[config.mk]
export PLATFORM = sky130hd
export DESIGN_NAME = kd_lookup_store
export DESIGN_NICKNAME = d
export VERILOG_FILES = /design/src/rtl/kls_pkg.sv /design/src/rtl/kls_slot_ring.sv /design/src/rtl/kls_key_bank.sv /design/src/rtl/kls_prio_pick.sv /design/src/rtl/kls_data_bank.sv /design/src/rtl/kd_lookup_store.sv
export SDC_FILE = /design/constraint.sdc
export NUM_CORES = 2
export LEC_CHECK = 0
export ABC_CLOCK_PERIOD_IN_PS = 17900
export CAP_MARGIN = 20
export CORE_MARGIN = 2
export CORE_UTILIZATION = 48
export DETAILED_ROUTE_END_ITERATION = 16
export HOLD_SLACK_MARGIN = 0.02
export PLACE_DENSITY = 0.69
export RECOVER_POWER = 50
export SLEW_MARGIN = 40
export SYNTH_ARGS = -nofsm -noshare
export SYNTH_HDL_FRONTEND = slang
export SYNTH_SLANG_ARGS = --single-unit
[constraint.sdc]
create_clock -name clk -period 17.9 [get_ports clk]
set_input_delay 3.58 -clock clk [delete_from_list [all_inputs] [get_ports clk]]
set_output_delay 3.58 -clock clk [all_outputs]
set_load 0.005 [all_outputs]
[src/rtl/kls_pkg.sv]
package kls_pkg;

  // Next slot in round-robin order over n slots.
  function automatic int next_slot(input int cur, input int n);
    if (cur >= n - 1) return 0;
    return cur + 1;
  endfunction

  // Output data policy: the winning slot's word on a hit, zero on a miss.
  function automatic logic [63:0] gate_word(input logic hit, input logic [63:0] word);
    return hit ? word : 64'd0;
  endfunction

endpackage

[src/rtl/kls_slot_ring.sv]
module kls_slot_ring #(
  parameter int ENTRIES = 64,
  localparam int IDX_W = $clog2(ENTRIES)
) (
  input  logic             clk,
  input  logic             rst,
  input  logic             advance,
  output logic [IDX_W-1:0] slot_o
);
  import kls_pkg::*;

  localparam logic [IDX_W-1:0] LAST_SLOT = IDX_W'(ENTRIES - 1);

  logic [IDX_W-1:0] slot_q;
  logic [IDX_W-1:0] slot_next_w;

  assign slot_next_w = IDX_W'(next_slot(int'(slot_q), ENTRIES));

  always_ff @(posedge clk) begin
    if (rst)          slot_q <= '0;
    else if (advance) slot_q <= slot_next_w;
  end

  assign slot_o = slot_q;

  AST_PTR_IDLE: assert property (@(posedge clk) disable iff (rst)
    !advance |=> $stable(slot_q));
  AST_PTR_WRAP: assert property (@(posedge clk) disable iff (rst)
    (advance && slot_q == LAST_SLOT) |=> slot_q == '0);
  AST_PTR_MOVES: assert property (@(posedge clk) disable iff (rst)
    advance |=> !$stable(slot_q));

endmodule

[src/rtl/kls_key_bank.sv]
module kls_key_bank #(
  parameter int ENTRIES = 64,
  parameter int KEY_W   = 22,
  localparam int IDX_W  = $clog2(ENTRIES)
) (
  input  logic               clk,
  input  logic               rst,
  input  logic               wr_en,
  input  logic [IDX_W-1:0]   wr_idx,
  input  logic [KEY_W-1:0]   wr_key,
  input  logic [KEY_W-1:0]   probe_key,
  output logic [ENTRIES-1:0] match_o
);

  logic [KEY_W-1:0]   key_q [ENTRIES];
  logic [ENTRIES-1:0] filled_q;

  for (genvar s = 0; s < ENTRIES; s++) begin : g_slot
    logic sel_w;
    assign sel_w = wr_en && (wr_idx == IDX_W'(s));

    always_ff @(posedge clk) begin
      if (sel_w) key_q[s] <= wr_key;
    end

    always_ff @(posedge clk) begin
      if (rst)        filled_q[s] <= 1'b0;
      else if (sel_w) filled_q[s] <= 1'b1;
    end

    assign match_o[s] = filled_q[s] && (key_q[s] == probe_key);
  end

  AST_SLOT_FILLED: assert property (@(posedge clk) disable iff (rst)
    wr_en |=> filled_q[$past(wr_idx)]);
  AST_FILL_MONOTONE: assert property (@(posedge clk) disable iff (rst)
    !wr_en |=> $stable(filled_q));

endmodule

[src/rtl/kls_prio_pick.sv]
module kls_prio_pick #(
  parameter int ENTRIES = 64,
  localparam int IDX_W  = $clog2(ENTRIES)
) (
  input  logic [ENTRIES-1:0] req,
  output logic [ENTRIES-1:0] grant_o,
  output logic [IDX_W-1:0]   idx_o,
  output logic               any_o
);

  always_comb begin
    grant_o = '0;
    idx_o   = '0;
    any_o   = 1'b0;
    for (int i = 0; i < ENTRIES; i++) begin
      if (req[i] && !any_o) begin
        grant_o[i] = 1'b1;
        idx_o      = IDX_W'(i);
        any_o      = 1'b1;
      end
    end
  end

endmodule

[src/rtl/kls_data_bank.sv]
module kls_data_bank #(
  parameter int ENTRIES = 64,
  parameter int DATA_W  = 32,
  localparam int IDX_W  = $clog2(ENTRIES)
) (
  input  logic              clk,
  input  logic              wr_en,
  input  logic [IDX_W-1:0]  wr_idx,
  input  logic [DATA_W-1:0] wr_data,
  input  logic [IDX_W-1:0]  rd_idx,
  output logic [DATA_W-1:0] rd_data
);

  logic [DATA_W-1:0] word_q [ENTRIES];

  always_ff @(posedge clk) begin
    if (wr_en) word_q[wr_idx] <= wr_data;
  end

  assign rd_data = word_q[rd_idx];

endmodule

[src/rtl/kd_lookup_store.sv]
module kd_lookup_store #(
  parameter int ENTRIES = 64,
  parameter int KEY_W   = 22,
  parameter int DATA_W  = 32
) (
  input  logic              clk,
  input  logic              rst,
  input  logic [KEY_W-1:0]  key_i,
  input  logic              wr_en_i,
  input  logic [DATA_W-1:0] data_i,
  output logic              hit_o,
  output logic [DATA_W-1:0] data_o
);
  import kls_pkg::*;

  localparam int IDX_W = $clog2(ENTRIES);

  logic [IDX_W-1:0]   slot_w;
  logic [ENTRIES-1:0] match_w;
  logic [ENTRIES-1:0] grant_w;
  logic [IDX_W-1:0]   win_idx_w;
  logic               any_hit_w;
  logic [DATA_W-1:0]  win_data_w;
  logic [DATA_W-1:0]  gated_w;
  logic               lookup_w;

  logic              hit_q;
  logic [DATA_W-1:0] data_q;

  assign lookup_w = !wr_en_i;

  kls_slot_ring #(.ENTRIES(ENTRIES)) u_ring (
    .clk     (clk),
    .rst     (rst),
    .advance (wr_en_i),
    .slot_o  (slot_w)
  );

  kls_key_bank #(.ENTRIES(ENTRIES), .KEY_W(KEY_W)) u_keys (
    .clk       (clk),
    .rst       (rst),
    .wr_en     (wr_en_i),
    .wr_idx    (slot_w),
    .wr_key    (key_i),
    .probe_key (key_i),
    .match_o   (match_w)
  );

  kls_prio_pick #(.ENTRIES(ENTRIES)) u_pick (
    .req     (match_w),
    .grant_o (grant_w),
    .idx_o   (win_idx_w),
    .any_o   (any_hit_w)
  );

  kls_data_bank #(.ENTRIES(ENTRIES), .DATA_W(DATA_W)) u_data (
    .clk     (clk),
    .wr_en   (wr_en_i),
    .wr_idx  (slot_w),
    .wr_data (data_i),
    .rd_idx  (win_idx_w),
    .rd_data (win_data_w)
  );

  assign gated_w = DATA_W'(gate_word(any_hit_w, 64'(win_data_w)));

  always_ff @(posedge clk) begin
    if (rst) begin
      hit_q  <= 1'b0;
      data_q <= '0;
    end else if (lookup_w) begin
      hit_q  <= any_hit_w;
      data_q <= gated_w;
    end
  end

  assign hit_o  = hit_q;
  assign data_o = data_q;

  AST_GRANT_ONEHOT: assert property (@(posedge clk) disable iff (rst)
    $onehot0(grant_w));
  AST_GRANT_LOWEST: assert property (@(posedge clk) disable iff (rst)
    (grant_w != '0) |-> (((grant_w - 1'b1) & match_w) == '0));
  AST_HIT_FOLLOWS: assert property (@(posedge clk) disable iff (rst)
    (lookup_w && (match_w != '0)) |=> hit_o);
  AST_MISS_ZERO: assert property (@(posedge clk) disable iff (rst)
    !hit_o |-> (data_o == '0));
  AST_WRITE_HOLDS: assert property (@(posedge clk) disable iff (rst)
    wr_en_i |=> ($stable(hit_o) && $stable(data_o)));

endmodule

==> impl_metrics.sql <==
INSERT INTO impl_metrics (metric_group, metric, value, unit) VALUES
('run_status', 'outcome', 'complete, but fails checks', ''),
('run_status', 'violations', 'max-capacitance violations, max-slew violations', ''),
('clock_network', 'ctsRootBufferMaster', 'sky130_fd_sc_hd__clkbuf_16', ''),
('worst_setup_path', 'worstSetupPathType', 'input port to flip-flop', ''),
('synth', 'number_of_synthesized_flops_with_an_enable_pin', '3456', ''),
('worst_setup_path', 'cp.depth', '21', ''),
('power_and_ir_drop', 'power.clock.fraction', '0.431', ''),
('worst_setup_path', 'critical_path_buf_inv_count', '6', ''),
('synth', 'post_synth.cell_area_avg', '15.2', 'sq um'),
('synth', 'synth_async_sr_flop_share', '0', ''),
('synth', 'post_synth_instance_area', '150000', 'sq um'),
('clock_network', 'cts.repair.resized', '0', ''),
('layout', 'num-fill-cells', '24700', ''),
('layout', 'drive_gt1_frac', '0.104', ''),
('power_and_ir_drop', 'share_seq_of_total_power', '0.535', ''),
('die', 'fp-row-count', '205', ''),
('drt', 'post_drt_via_cell_ratio', '6.06', ''),
('layout', 'finish.utilization', '0.537', ''),
('power_and_ir_drop', 'power.switching', '3.57', 'mW'),
('clock_network', 'numCtsBuffers', '356', ''),
('worst_setup_path', 'critPathArrivalTime', '15010', 'ps'),
('die', 'ios', '90', ''),
('synth', 'netlist_instances', '9885', ''),
('drt', 'drcViolationCount', '0', ''),
('global_routing', 'grt_start_max_net_pins', '143', ''),
('synth', 'synth_top_area_share', '0.691', ''),
('flow_run', 'cap_violations', '84', ''),
('synth', 'yosysSeqAreaShare', '0.705', ''),
('placement', 'dpl_ws', '6110', 'ps'),
('worst_setup_path', 'critical_path.reg2reg.endpoint', 'data_o[23]', ''),
('global_routing', 'grt_first_pass_wirelength', '583000', 'um'),
('power_and_ir_drop', 'cellInternalPower', '13.6', 'mW'),
('synth', 'yosysUniqueCellTypes', '90', ''),
('worst_setup_path', 'endpoint_kind_of_the_worst_setup_timing_path', 'flip-flop', ''),
('clock_network', 'cts-hold-fix-buffers', '0', ''),
('layout', 'layout.nets', '10100', ''),
('global_routing', 'initial_antenna_violation_count', '8', ''),
('hold_path', 'hold_path_startpoint', 'u_keys.filled_q[20]', ''),
('synth', 'total_nets_after_synthesis', '9946', ''),
('worst_setup_path', 'path_cells', 'clkbuf_1 -> clkbuf_1 -> buf_4 -> xor2_1 -> nor4_1 -> nand4_1 -> or3_1 -> nand4_1 -> o21ai_0 -> a32oi_1 -> nor3_1 -> nor4_1 -> o41a_2 -> buf_4 -> buf_4 -> nand2b_2 -> buf_4 -> o21ai_0 -> a221o_1 -> a211o_1 -> o211ai_1', ''),
('worst_setup_path', 'worst_path_most_repeated_cell', 'sky130_fd_sc_hd__buf_4', ''),
('global_routing', 'grt_usage', '0.248', ''),
('synth', 'synthTopCellsByArea', 'sky130_fd_sc_hd__edfxtp_1, sky130_fd_sc_hd__xor2_1, sky130_fd_sc_hd__mux2i_1', ''),
('layout', 'fin_cells', '14500', ''),
('placement', 'gp_congestion', '0.965', ''),
('worst_setup_path', 'startpoint_type', 'input port', ''),
('hold_path', 'hold_path_class', 'flip-flop to flip-flop', ''),
('global_routing', 'grt_overflow', '0', ''),
('sta', 'final.setup.tns', '0', 'ps'),
('sta', 'final.period_utilization', '0.793', ''),
('layout', 'flow.area_growth_from_synthesis', '11.5', '%'),
('synth', 'yosysWarnings', '0', ''),
('drt', 'detail-route-antenna-nets', '0', ''),
('clock_network', 'clk-insertion-delay-late', '910', 'ps'),
('drt', 'drtPass1Iterations', '8', ''),
('worst_setup_path', 'critical_path_peak_fanout', '56', ''),
('power_and_ir_drop', 'max-vdd-ir-drop', '0.0888', 'mV'),
('drt', 'routed_wire_per_std_cell', '27.8', 'um'),
('drt', 'wirelength', '403000', 'um'),
('die', 'die_h', '563', 'um'),
('clock_network', 'clk_sinks', '3559', ''),
('placement', 'post-place-cells', '13900', ''),
('sta', 'report.final.setup_viol', '0', ''),
('die', 'dieArea', '317000', 'sq um'),
('synth', 'synth.top_cells.by_count', 'sky130_fd_sc_hd__edfxtp_1, sky130_fd_sc_hd__xor2_1, sky130_fd_sc_hd__nand2_1', ''),
('sta', 'final_number_of_max_transition_violations', '3912', ''),
('power_and_ir_drop', 'combinationalPowerShare', '0.033', ''),
('sta', 'post-route-min-period', '14200', 'ps'),
('worst_setup_path', 'worst_path_max_delay_cell', 'sky130_fd_sc_hd__clkbuf_1', ''),
('clock_network', 'htree_num_levels', '5', ''),
('power_and_ir_drop', 'switching_share_of_power', '0.208', '');
-- per-stage QoR --
step,hold WS (ps),power (mW),area [sq um]
2_1_floorplan,447,9.64,150000
3_3_place_gp,466,9.90,156000
3_5_place_dp,477,9.92,156000
4_1_cts,491,17.2,168000
5_1_grt,512,17.6,167000
6_report,491,17.2,167000
-- power groups by stage --
| stage | Sequential, mW | Clock (mW) | Combinational, mW |
|---|---|---|---|
| floorplan | 9.34 | 0 | 0.300 |
| global placement | 9.34 | 0 | 0.558 |
| detailed placement | 9.35 | 0 | 0.572 |
| CTS | 9.17 | 7.48 | 0.575 |
| global route | 9.18 | 7.79 | 0.611 |
| finish | 9.19 | 7.40 | 0.574 |
-- worst max-delay path by stage --
stage,startpoint,to,slack [ps]
after floorplan,wr_en_i,u_data.word_q[48][0],9840
after global placement,key_i[21],data_o[23],5710
after detailed placement,key_i[21],data_o[10],6110
after CTS,key_i[21],data_o[31],6990
after global routing,key_i[20],data_o[21],3350
final,key_i[20],data_o[21],3700
-- cells by family after synthesis --
family                     Yosys count  synth area share
AOI/OAI and AO/OA                  804            0.0380
xor gates and xnor gates          1417            0.0827
and+or+nand+nor                   2699            0.0920
adders and majority gates            4          0.000333
DFF                               3559             0.705
muxes                              911            0.0621
buffers and inverters              491            0.0201
-- state kept, by name, indices dropped and copies added, names as in the netlist --
| name | flops |
|---|---|
| u_keys.filled_q | 64 |
| data_o | 32 |
| u_data.word_q | 2048 |
| u_keys.key_q | 1408 |
| hit_o | 1 |
| u_ring.slot_o | 6 |
-- layout by cell type (no fill, tap or decap), drive strengths merged, types with 36 or more instances in the layout --
master,instances
nor4,374
or3b,109
xnor2,482
edfxtp,3456
nand4,215
a21oi,55
and3,64
xor2,935
and2,43
or3,62
nor3,117
nor2,354
mux2,164
a221oi,49
mux2i,747
dfxtp,103
clkinv,128
a32o,36
o211ai,83
a22oi,53
nand3,228
buf,192
nor2b,63
a221o,49
or4,56
nand2,921
o21ai,258
clkbuf,563
-- metal layers --
layer,up-vias,global-route usage,part of all wire
li1,38000,-,-
met1,44700,0.341,0.40
met2,4419,0.394,0.46
met3,773,0.0388,0.090
met4,0,0.102,0.044
met5,-,0,0
-- tightest hold or removal path, delay by kind of cell, from the launching register on --
| kind | cells | cell delay, ps |
|---|---|---|
| flops | 1 | 340 |
| simple gates | 2 | 120 |
-- area by class of cell --
class,count,area [sq um],area share
diodes,4,10.0,0.0000598
clock inverters,178,1760,0.0105
inverters,18,70.1,0.000418
clock buffers,471,9760,0.0583
flip-flops and latches,3559,106000,0.632
repair buffers,318,2400,0.0144
multi-input cells,5835,42500,0.254
well taps,4140,5180,0.0309
(Power assumes the default switching activity.)
